--- config.mk ---
export PLATFORM = sky130hd
export DESIGN_NAME = ps2c_top
export DESIGN_NICKNAME = d
export VERILOG_FILES = /design/src/rtl/ps2c_pkg.sv /design/src/rtl/ps2c_ctl.sv /design/src/rtl/ps2c_dp.sv /design/src/rtl/ps2c_top.sv
export SDC_FILE = /design/constraint.sdc
export NUM_CORES = 1
export LEC_CHECK = 0
export ABC_AREA = 1
export ABC_CLOCK_PERIOD_IN_PS = 1800
export BUFFER_PORTS_ARGS = -buffer_cell sky130_fd_sc_hd__clkbuf_2
export CORE_UTILIZATION = 54
export CTS_CLUSTER_SIZE = 25
export DETAILED_ROUTE_END_ITERATION = 7
export HOLD_SLACK_MARGIN = 0.03
export PLACE_DENSITY_LB_ADDON = 0.1
export SLEW_MARGIN = 20
export SYNTH_ARGS = -nofsm -noshare
export SYNTH_HDL_FRONTEND = slang
export SYNTH_SLANG_ARGS = --single-unit
--- constraint.sdc ---
create_clock -name clk -period 1.8 [get_ports clk]
set_input_delay 0.18 -clock clk [delete_from_list [all_inputs] [get_ports clk]]
set_output_delay 0.18 -clock clk [all_outputs]
set_load 0.005 [all_outputs]
--- src/rtl/ps2c_pkg.sv ---
package ps2c_pkg;
  localparam int ID_IDX_W = 3;

  typedef enum logic [2:0] {
    SEL_NONE = 3'd0,
    SEL_CTRL = 3'd1,
    SEL_STAT = 3'd2,
    SEL_DATA = 3'd3,
    SEL_DIV  = 3'd4,
    SEL_ISR  = 3'd5,
    SEL_ID   = 3'd6
  } rdSel_e;

  typedef struct packed {
    logic                wrCtrl;
    logic                wrDiv;
    logic                wrTx;
    logic                popRx;
    rdSel_e              rdSel;
    logic [ID_IDX_W-1:0] idIdx;
  } ctlStrobes_t;
endpackage

--- src/rtl/ps2c_ctl.sv ---
module ps2c_ctl
  import ps2c_pkg::*;
#(
  parameter int ADDR_W = 12,
  parameter logic [ADDR_W-1:0] ID_BASE = 12'hFE0
) (
  input  logic              clk,
  input  logic              rstN,
  input  logic              cs,
  input  logic              we,
  input  logic [ADDR_W-1:0] addr,
  input  logic              pending,
  output ctlStrobes_t       strobes,
  output logic              badAccess
);
  localparam int IDX_W = ADDR_W - 2;
  localparam logic [IDX_W-1:0] IDX_CTRL = IDX_W'(0);
  localparam logic [IDX_W-1:0] IDX_STAT = IDX_W'(1);
  localparam logic [IDX_W-1:0] IDX_DATA = IDX_W'(2);
  localparam logic [IDX_W-1:0] IDX_DIV  = IDX_W'(3);
  localparam logic [IDX_W-1:0] IDX_ISR  = IDX_W'(4);

  logic [IDX_W-1:0] regIdx;
  logic             inIdStrip;
  logic [ADDR_W-1:0] idOffset;
  logic             badNow;

  assign regIdx    = addr[ADDR_W-1:2];
  assign inIdStrip = (addr >= ID_BASE);
  assign idOffset  = addr - ID_BASE;

  always_comb begin
    strobes        = '0;
    strobes.rdSel  = SEL_NONE;
    strobes.idIdx  = idOffset[ID_IDX_W+1:2];
    badNow         = 1'b0;
    if (cs && !we) begin
      if (inIdStrip) begin
        strobes.rdSel = SEL_ID;
      end else begin
        unique case (regIdx)
          IDX_CTRL: strobes.rdSel = SEL_CTRL;
          IDX_STAT: strobes.rdSel = SEL_STAT;
          IDX_DATA: begin
            strobes.rdSel = SEL_DATA;
            strobes.popRx = pending;
          end
          IDX_DIV:  strobes.rdSel = SEL_DIV;
          IDX_ISR:  strobes.rdSel = SEL_ISR;
          default:  badNow = 1'b1;
        endcase
      end
    end else if (cs && we) begin
      if (inIdStrip) begin
        badNow = 1'b1;
      end else begin
        unique case (regIdx)
          IDX_CTRL: strobes.wrCtrl = 1'b1;
          IDX_DATA: strobes.wrTx   = 1'b1;
          IDX_DIV:  strobes.wrDiv  = 1'b1;
          default:  badNow = 1'b1;
        endcase
      end
    end
  end

  always_ff @(posedge clk) begin
    if (!rstN) badAccess <= 1'b0;
    else       badAccess <= badNow;
  end

  // identification reads are legal
  assert_id_not_bad_R8: assert property (@(posedge clk) disable iff (!rstN)
    (cs && !we && inIdStrip) |=> !badAccess);

  // status and interrupt-status are not writable
  assert_ro_write_bad_R10: assert property (@(posedge clk) disable iff (!rstN)
    (cs && we && !inIdStrip && (regIdx == IDX_STAT || regIdx == IDX_ISR)) |=> badAccess);
endmodule

--- src/rtl/ps2c_dp.sv ---
module ps2c_dp
  import ps2c_pkg::*;
#(
  parameter int DATA_W = 32,
  parameter int BYTE_W = 8
) (
  input  logic              clk,
  input  logic              rstN,
  input  ctlStrobes_t       strobes,
  input  logic [DATA_W-1:0] wrData,
  input  logic              devAvail,
  input  logic [BYTE_W-1:0] devByte,
  output logic              pending,
  output logic [DATA_W-1:0] rdData,
  output logic              devPop,
  output logic [BYTE_W-1:0] txByte,
  output logic              txValid,
  output logic              irq
);
  localparam int BIT_TXEMPTY = 6;
  localparam int BIT_RXFULL  = 4;
  localparam int BIT_RXPAR   = 2;
  localparam int BIT_IRQ_RX  = 4;
  localparam int BIT_IRQ_FRC = 3;

  logic [DATA_W-1:0] ctrlReg;
  logic [DATA_W-1:0] divReg;
  logic [BYTE_W-1:0] lastByte;
  logic [BYTE_W-1:0] nextLast;
  logic              lastParity;
  logic [DATA_W-1:0] readValue;

  function automatic logic [BYTE_W-1:0] idByte(input logic [ID_IDX_W-1:0] i);
    case (i)
      3'd0:    idByte = BYTE_W'(8'h50);
      3'd1:    idByte = BYTE_W'(8'h10);
      3'd2:    idByte = BYTE_W'(8'h04);
      3'd3:    idByte = BYTE_W'(8'h00);
      3'd4:    idByte = BYTE_W'(8'h0D);
      3'd5:    idByte = BYTE_W'(8'hF0);
      3'd6:    idByte = BYTE_W'(8'h05);
      default: idByte = BYTE_W'(8'hB1);
    endcase
  endfunction

  assign lastParity = ^lastByte;
  assign nextLast   = strobes.popRx ? devByte : lastByte;

  always_comb begin
    readValue = '0;
    unique case (strobes.rdSel)
      SEL_CTRL: readValue = ctrlReg;
      SEL_DIV:  readValue = divReg;
      SEL_DATA: readValue = DATA_W'(nextLast);
      SEL_STAT: begin
        readValue[BIT_TXEMPTY] = 1'b1;
        readValue[BIT_RXFULL]  = pending;
        readValue[BIT_RXPAR]   = lastParity;
      end
      SEL_ISR: begin
        readValue[0] = pending;
        readValue[1] = 1'b1;
      end
      SEL_ID:  readValue = DATA_W'(idByte(strobes.idIdx));
      default: readValue = '0;
    endcase
  end

  always_ff @(posedge clk) begin
    if (!rstN) begin
      ctrlReg  <= '0;
      divReg   <= '0;
      lastByte <= '0;
      pending  <= 1'b0;
      rdData   <= '0;
      devPop   <= 1'b0;
      txByte   <= '0;
      txValid  <= 1'b0;
    end else begin
      pending  <= devAvail;
      lastByte <= nextLast;
      rdData   <= readValue;
      devPop   <= strobes.popRx;
      txValid  <= strobes.wrTx;
      if (strobes.wrCtrl) ctrlReg <= wrData;
      if (strobes.wrDiv)  divReg  <= wrData;
      if (strobes.wrTx)   txByte  <= wrData[BYTE_W-1:0];
    end
  end

  assign irq = (pending && ctrlReg[BIT_IRQ_RX]) || ctrlReg[BIT_IRQ_FRC];

  // a pop only follows a cycle in which a byte was pending
  assert_pop_needs_pending_R4: assert property (@(posedge clk) disable iff (!rstN)
    devPop |-> $past(pending));

  // data port write reaches the device one cycle later
  assert_tx_follows_write_R5: assert property (@(posedge clk) disable iff (!rstN)
    strobes.wrTx |=> (txValid && txByte == $past(wrData[BYTE_W-1:0])));

  // without a pop the held byte is stable
  assert_last_stable_R4: assert property (@(posedge clk) disable iff (!rstN)
    !strobes.popRx |=> $stable(lastByte));
endmodule

--- src/rtl/ps2c_top.sv ---
module ps2c_top
  import ps2c_pkg::*;
#(
  parameter int ADDR_W = 12,
  parameter int DATA_W = 32,
  parameter int BYTE_W = 8
) (
  input  logic              clk,
  input  logic              rstN,
  input  logic              cs,
  input  logic              we,
  input  logic [ADDR_W-1:0] addr,
  input  logic [DATA_W-1:0] wrData,
  output logic [DATA_W-1:0] rdData,
  output logic              badAccess,
  input  logic              devAvail,
  input  logic [BYTE_W-1:0] devByte,
  output logic              devPop,
  output logic [BYTE_W-1:0] txByte,
  output logic              txValid,
  output logic              irq
);
  ctlStrobes_t strobes;
  logic        pending;

  ps2c_ctl #(.ADDR_W(ADDR_W), .ID_BASE(ADDR_W'(12'hFE0))) u_ctl (
    .clk(clk), .rstN(rstN), .cs(cs), .we(we), .addr(addr),
    .pending(pending), .strobes(strobes), .badAccess(badAccess)
  );

  ps2c_dp #(.DATA_W(DATA_W), .BYTE_W(BYTE_W)) u_dp (
    .clk(clk), .rstN(rstN), .strobes(strobes), .wrData(wrData),
    .devAvail(devAvail), .devByte(devByte), .pending(pending),
    .rdData(rdData), .devPop(devPop), .txByte(txByte),
    .txValid(txValid), .irq(irq)
  );

  // forcing bit written to control raises irq next cycle
  assert_irq_force_R6: assert property (@(posedge clk) disable iff (!rstN)
    (cs && we && addr < ADDR_W'(4) && wrData[3]) |=> irq);

  // status constant bits
  assert_status_fixed_R3: assert property (@(posedge clk) disable iff (!rstN)
    (cs && !we && addr[ADDR_W-1:2] == (ADDR_W-2)'(1)) |=>
      (rdData[6] && rdData[DATA_W-1:7] == '0 && !rdData[5] && !rdData[3] && rdData[1:0] == 2'b00));

  // interrupt-status bit 1 reads as one
  assert_isr_fixed_R7: assert property (@(posedge clk) disable iff (!rstN)
    (cs && !we && addr[ADDR_W-1:2] == (ADDR_W-2)'(4)) |=> (rdData[1] && rdData[DATA_W-1:2] == '0));
endmodule

Word-level counts from Yosys, hierarchy flattened --
Index checks and enable logic that the tools add are counted.
Cells by class: add/sub/neg operators 1, order comparisons 1, equality and inequality tests 16, mux-type cells 26, reduce and logical (&&, ||, !) cells 10
Operators by type and width (number):
- $pmux 25 s4 | 1
- $pmux 8 s7 | 1
- $eq 10x2->1 const B | 2
- $eq 3x3->1 const B | 6
- $pmux 1 s5 | 3
- $pmux 3 s5 | 1
- $eq 3x2->1 const B | 4
- $ge 12x12->1 const B | 1
- $mux 3 | 4
- $mux 1 | 11
- $eq 10x1->1 const B | 1
- $eq 10x3->1 const B | 1
- $logic_not 10->1 | 1
- $pmux 2 s5 | 1
- $mux 8 | 1
- $pmux 1 s4 | 2
- $reduce_xor 8->1 | 1
- $eq 3x1->1 const B | 2
- $reduce_or 5->1 | 1
- $sub 5x1->5 const B | 1
- $mux 4 | 1
- $logic_and 1x1->1 | 3
- $logic_not 3->1 | 1
- $reduce_or 3->1 | 1
- 2 further kinds | 2
Word-level totals: bits in registers 116, input port bits 57, logic and storage cells 63

Logic depth before layout (Yosys ltp) --
word-level depth 6, depth in mapped cells 13, mapped depth without buffers 12

Hierarchy --
From an unflattened synthesis, not the netlist that was laid out.
Unflattened totals: cell total of the unflattened synthesis 646, area total of the unflattened synthesis 4664.5 µm²
Modules (own cells, without submodules):
- ps2c_dp | instances 1, cells an instance 583, area an instance 4334.2 µm², seq. area each 2302.2 µm²
- ps2c_ctl | instances 1, cells an instance 63, area an instance 330.3 µm², seq. area each 20.0 µm²

Least setup slack after synthesis --
Ideal clock, no wire load.
path type input -> register, start input port addr[8], end register u_dp.rdData[11], setup time 0.117 ns, data arrival time 1.388 ns, required time 1.683 ns, setup slack 0.295 ns, cell stages on the path 13, path buffers 1, path through nor2_1 -> nand2_1 -> inv_1 -> nand3_2 -> nand3_2 -> nand2_4 -> inv_2 -> nor2_2 -> nor2_1 -> nand2_2 -> nand2_4 -> buf_6 -> nor2_1
Between the ends: cells in the longest elaborated chain, start to end 6, elaborated cells on any way between the ends 14
RTL lines:
- start, declared | line ps2c_top.sv:12 | input logic [ADDR_W-1:0] addr,
- branches (longest 2 deep; another with $ge 12x12->1)
- $mux 3 * | line ps2c_ctl.sv:38 | if (inIdStrip) begin
- $mux 4 * | line ps2c_ctl.sv:37 | if (cs && !we) begin
- $eq 3x3->1 (tied with other cells) | line ps2c_dp.sv:51 | unique case (strobes.rdSel)
- $pmux 25 s4 * | line ps2c_dp.sv:51
- end signal, assigned | line ps2c_dp.sv:82 | rdData <= readValue;
- end, declared | line ps2c_dp.sv:14 | output logic [DATA_W-1:0] rdData,
Every way passes the cells marked *. A chain may end at the register's enable or synchronous reset.

Worst setup path in the final report --
start register u_dp.pending, end output port irq
Between the ends: cells in the longest elaborated chain, start to end 2
RTL lines:
- start, declared | line ps2c_dp.sv:13 | output logic pending,
- start signal, assigned | line ps2c_dp.sv:80 | pending <= devAvail;
- $logic_and 1x1->1 | line ps2c_dp.sv:91 | assign irq = (pending && ctrlReg[BIT_IRQ_RX]) || ctrlReg[BIT_IRQ_FRC];
- $logic_or 1x1->1 | line ps2c_dp.sv:91
- end, declared | line ps2c_top.sv:21 | output logic irq
Every way passes these cells.

==> impl_results.md <==
- Clock sinks: 116
- RSZ-0062 raised after global routing: false
- Layout cells sized above 1: 24.5%
- Commonest non-fill, non-tap cell in the layout: nor2_1
- Final Cycle Share: 84.2%
- Post-CTS Setup Bufs: 0
- Worst-Skew Late Latency: 0.51 ns
- Post-route insts no fill: 917
- Synth Area per Inst: 7.51 µm²
- DRC viols: 0
- Register bit count reported by yosys: 116
- Die Width: 95.7 µm
- Rows: 33
- Seq. cell area: 0.00232 mm²
- Post-DP Area: 0.00557 mm²
- Final ANT Viol Nets: 0
- Post-Synth Simple-Gate Area: 32.4%
- Post-synthesis compound-gate area fraction: 11.1%
- Cts bufs inserted: 17
- IO Count: 101
- Max Cap Viol: 0
- Critical path's top delay family: flip-flops
- Finished layout cell area: 0.00652 mm²
- Leak Pwr: 2.95 nW
- IO Port Bufs: 98
- Routed wire length: 13300 µm
- Max Fclk: 0.660 GHz
- Via Count: 4914
- Multi-input gate area: 0.00213 mm²
- First-pass GRT wire length: 21400 µm
- Vias in the first global route: 4574
- Mapped cell area: 0.00474 mm²
- Most frequent cells in the layout: nor2_1, dfxtp_1, clkbuf_2, nand2_1, nor3_1
- Via/cell ratio: 5.36
- H-tree Lvls: 4
- WL/cell: 14.5 µm
- Min cycle time layout: 1.52 ns
- Synth Area in XOR/XNOR: 1.29%
- Gpl congestion: 0.886
- Yosys cell types: 28
- CP Class: register to primary output
- # diodes: 0
- Hold slack: 0.0607 ns
- Crit-path max cell delay: 0.41 ns
- Fin nets: 857
- DRT iter0 DRCs: 273
- Bufs and invs on worst path: 2
- Post-synthesis mux area share: 0%
- Adder-Cell Fraction of Synth Area: 0%
- Antenna violations before repair: 0
- HP Class: input port to register
- Final Util: 78.2%
- Worst EP arrival: 1.34 ns
- Post-route setup slack: 0.285 ns
- CTS tree: yes
- Yosys warns: 0
- HPWL Detailed: 8460 µm
- Final clock skew: 0.00906 ns
- Clock buffer depth: 2
- Seq/Total Area, Yosys: 49.0%
- CP max FO: 4
- Fin. max-slew vios: 0
- Cells after Synth: 631
- Syn-to-layout area delta: 37.6%
- Startpoint Class: register
- Critical path required time: 1.62 ns
- Placed Cells: 846
- Max_slew headroom: 73.0%
- Die Ht: 95.7 µm
- Worst Tran Pin Value: 0.404 ns
- Synthesized Nets: 688
- Full die area: 0.00916 mm²
- Peak supply drop: 0.944 mV
- Detailed-router iteration count before antenna repair: 5
- Main area contributors after synthesis: dfxtp_1, nor2_1, nor3_1
- Slowest stage cell, crit path: dfxtp_1
- # fillers: 650
- Core ar.: 0.00834 mm²
- Largest family of logic cells by synthesized area: simple AND/OR/NAND/NOR gates
- GR Overflow Total: 0
- CTS root buf: clkbuf_8
- Yosys top cell by area: dfxtp_1
- Critical Path End Type: primary output
- Hold Fails Final Rpt: 0
- Final setup viols: 0
- Worst-path clk slew: 0.06 ns
- CP cell instances: buf_4 > a21o_1 > clkbuf_2
- Status: completed
- Top-area cell type share of the netlist area: 49.0%
- Power Dens Cells: 915 mW/mm²
- Place WS: -0.0524 ns
- Setup TNS: 0 ns
- Tot Pwr: 5.97 mW
- Starting Density: 56.8%
- Pin count of the biggest net entering global routing: 37
- GRT Total Usage: 30.7%
[timing repair]
| action | 4_1_cts | 5_1_grt |
|---|---|---|
| hold buffers | 40 | 0 |
| endpoints found under the hold margin | 70 | 0 |
| resized for setup | 0 | 0 |
[cells by family after synthesis]
kind of cell	after synthesis
xor gates and xnor gates	7
and+or+nand+nor	351
DFF	116
buffers and inverters	67
AOI/OAI and AO/OA	90
[final timing paths]
check | from | endpoint | slack [ns] | depth (start not counted)
max | u_dp.pending | irq | 0.28 | 3
max reg2reg | u_dp.pending | u_dp.rdData[5] | 0.31 | 9
min | cs | u_ctl.badAccess | 0.06 | 5
min reg2reg | u_dp.divReg[1] | u_dp.divReg[1] | 0.45 | 2
[registers in the layout, indices dropped and copies added (netlist names)]
| signal | count |
|---|---|
| u_dp.rdData | 32 |
| u_dp.txByte | 8 |
| u_dp.pending | 1 |
| u_dp.ctrlReg | 32 |
| u_dp.devPop | 1 |
| u_dp.divReg | 32 |
| u_dp.lastByte | 8 |
| u_dp.txValid | 1 |
| u_ctl.badAccess | 1 |
[layer usage]
| metal | wire length, µm | share of wire [%] | GRT usage [%] | vias up |
|---|---|---|---|---|
| li1 | - | - | - | 2405 |
| met1 | 5620 | 42 | 37.9 | 2278 |
| met2 | 6570 | 49 | 52.1 | 204 |
| met3 | 862 | 6.5 | 5.29 | 27 |
| met4 | 288 | 2.2 | 14.1 | 0 |
| met5 | 0 | 0 | 0 | - |
[final cells by class]
cell class | instances | area share (%)
Clock inverter | 13 | 1.94
Clock buffer | 18 | 6.56
Tap cell | 105 | 2.01
Sequential cell | 116 | 35.6
Inverter | 36 | 2.07
Timing Repair Buffer | 181 | 19.2
Multi-Input combinational cell | 448 | 32.6
[where the power goes]
group | leakage [nW] | switching (mW) | internal [mW]
combinational | 1.76 | 0.150 | 0.147
sequential | 0.934 | 0.00228 | 2.57
clock | 0.260 | 1.23 | 1.87
[cells in the mapped netlist]
cell type,number
a211oi_1,1
nand4_1,2
buf_2,10
inv_2,3
buf_4,2
inv_1,30
a21o_1,1
nand3_1,25
o21ai_0,44
a21oi_4,1
xnor2_1,4
nor2_1,161
nand2_1,79
clkinv_1,3
nand2_2,4
a21oi_1,18
nand3_2,3
nor3_1,63
o21ai_1,1
nor2_4,6
nor2_2,6
xor2_1,3
clkbuf_1,14
a22oi_1,24
dfxtp_1,116
buf_6,3
nand2_4,2
buf_1,2
[tightest hold or removal path, delay by kind of cell]
family,cells,cell delay [ns]
buffers and inverters,2,0.14
AO/OA/AOI/OAI,2,0.14
AND/OR/NAND/NOR,1,0.06
Power figures use the tool's default switching activity.
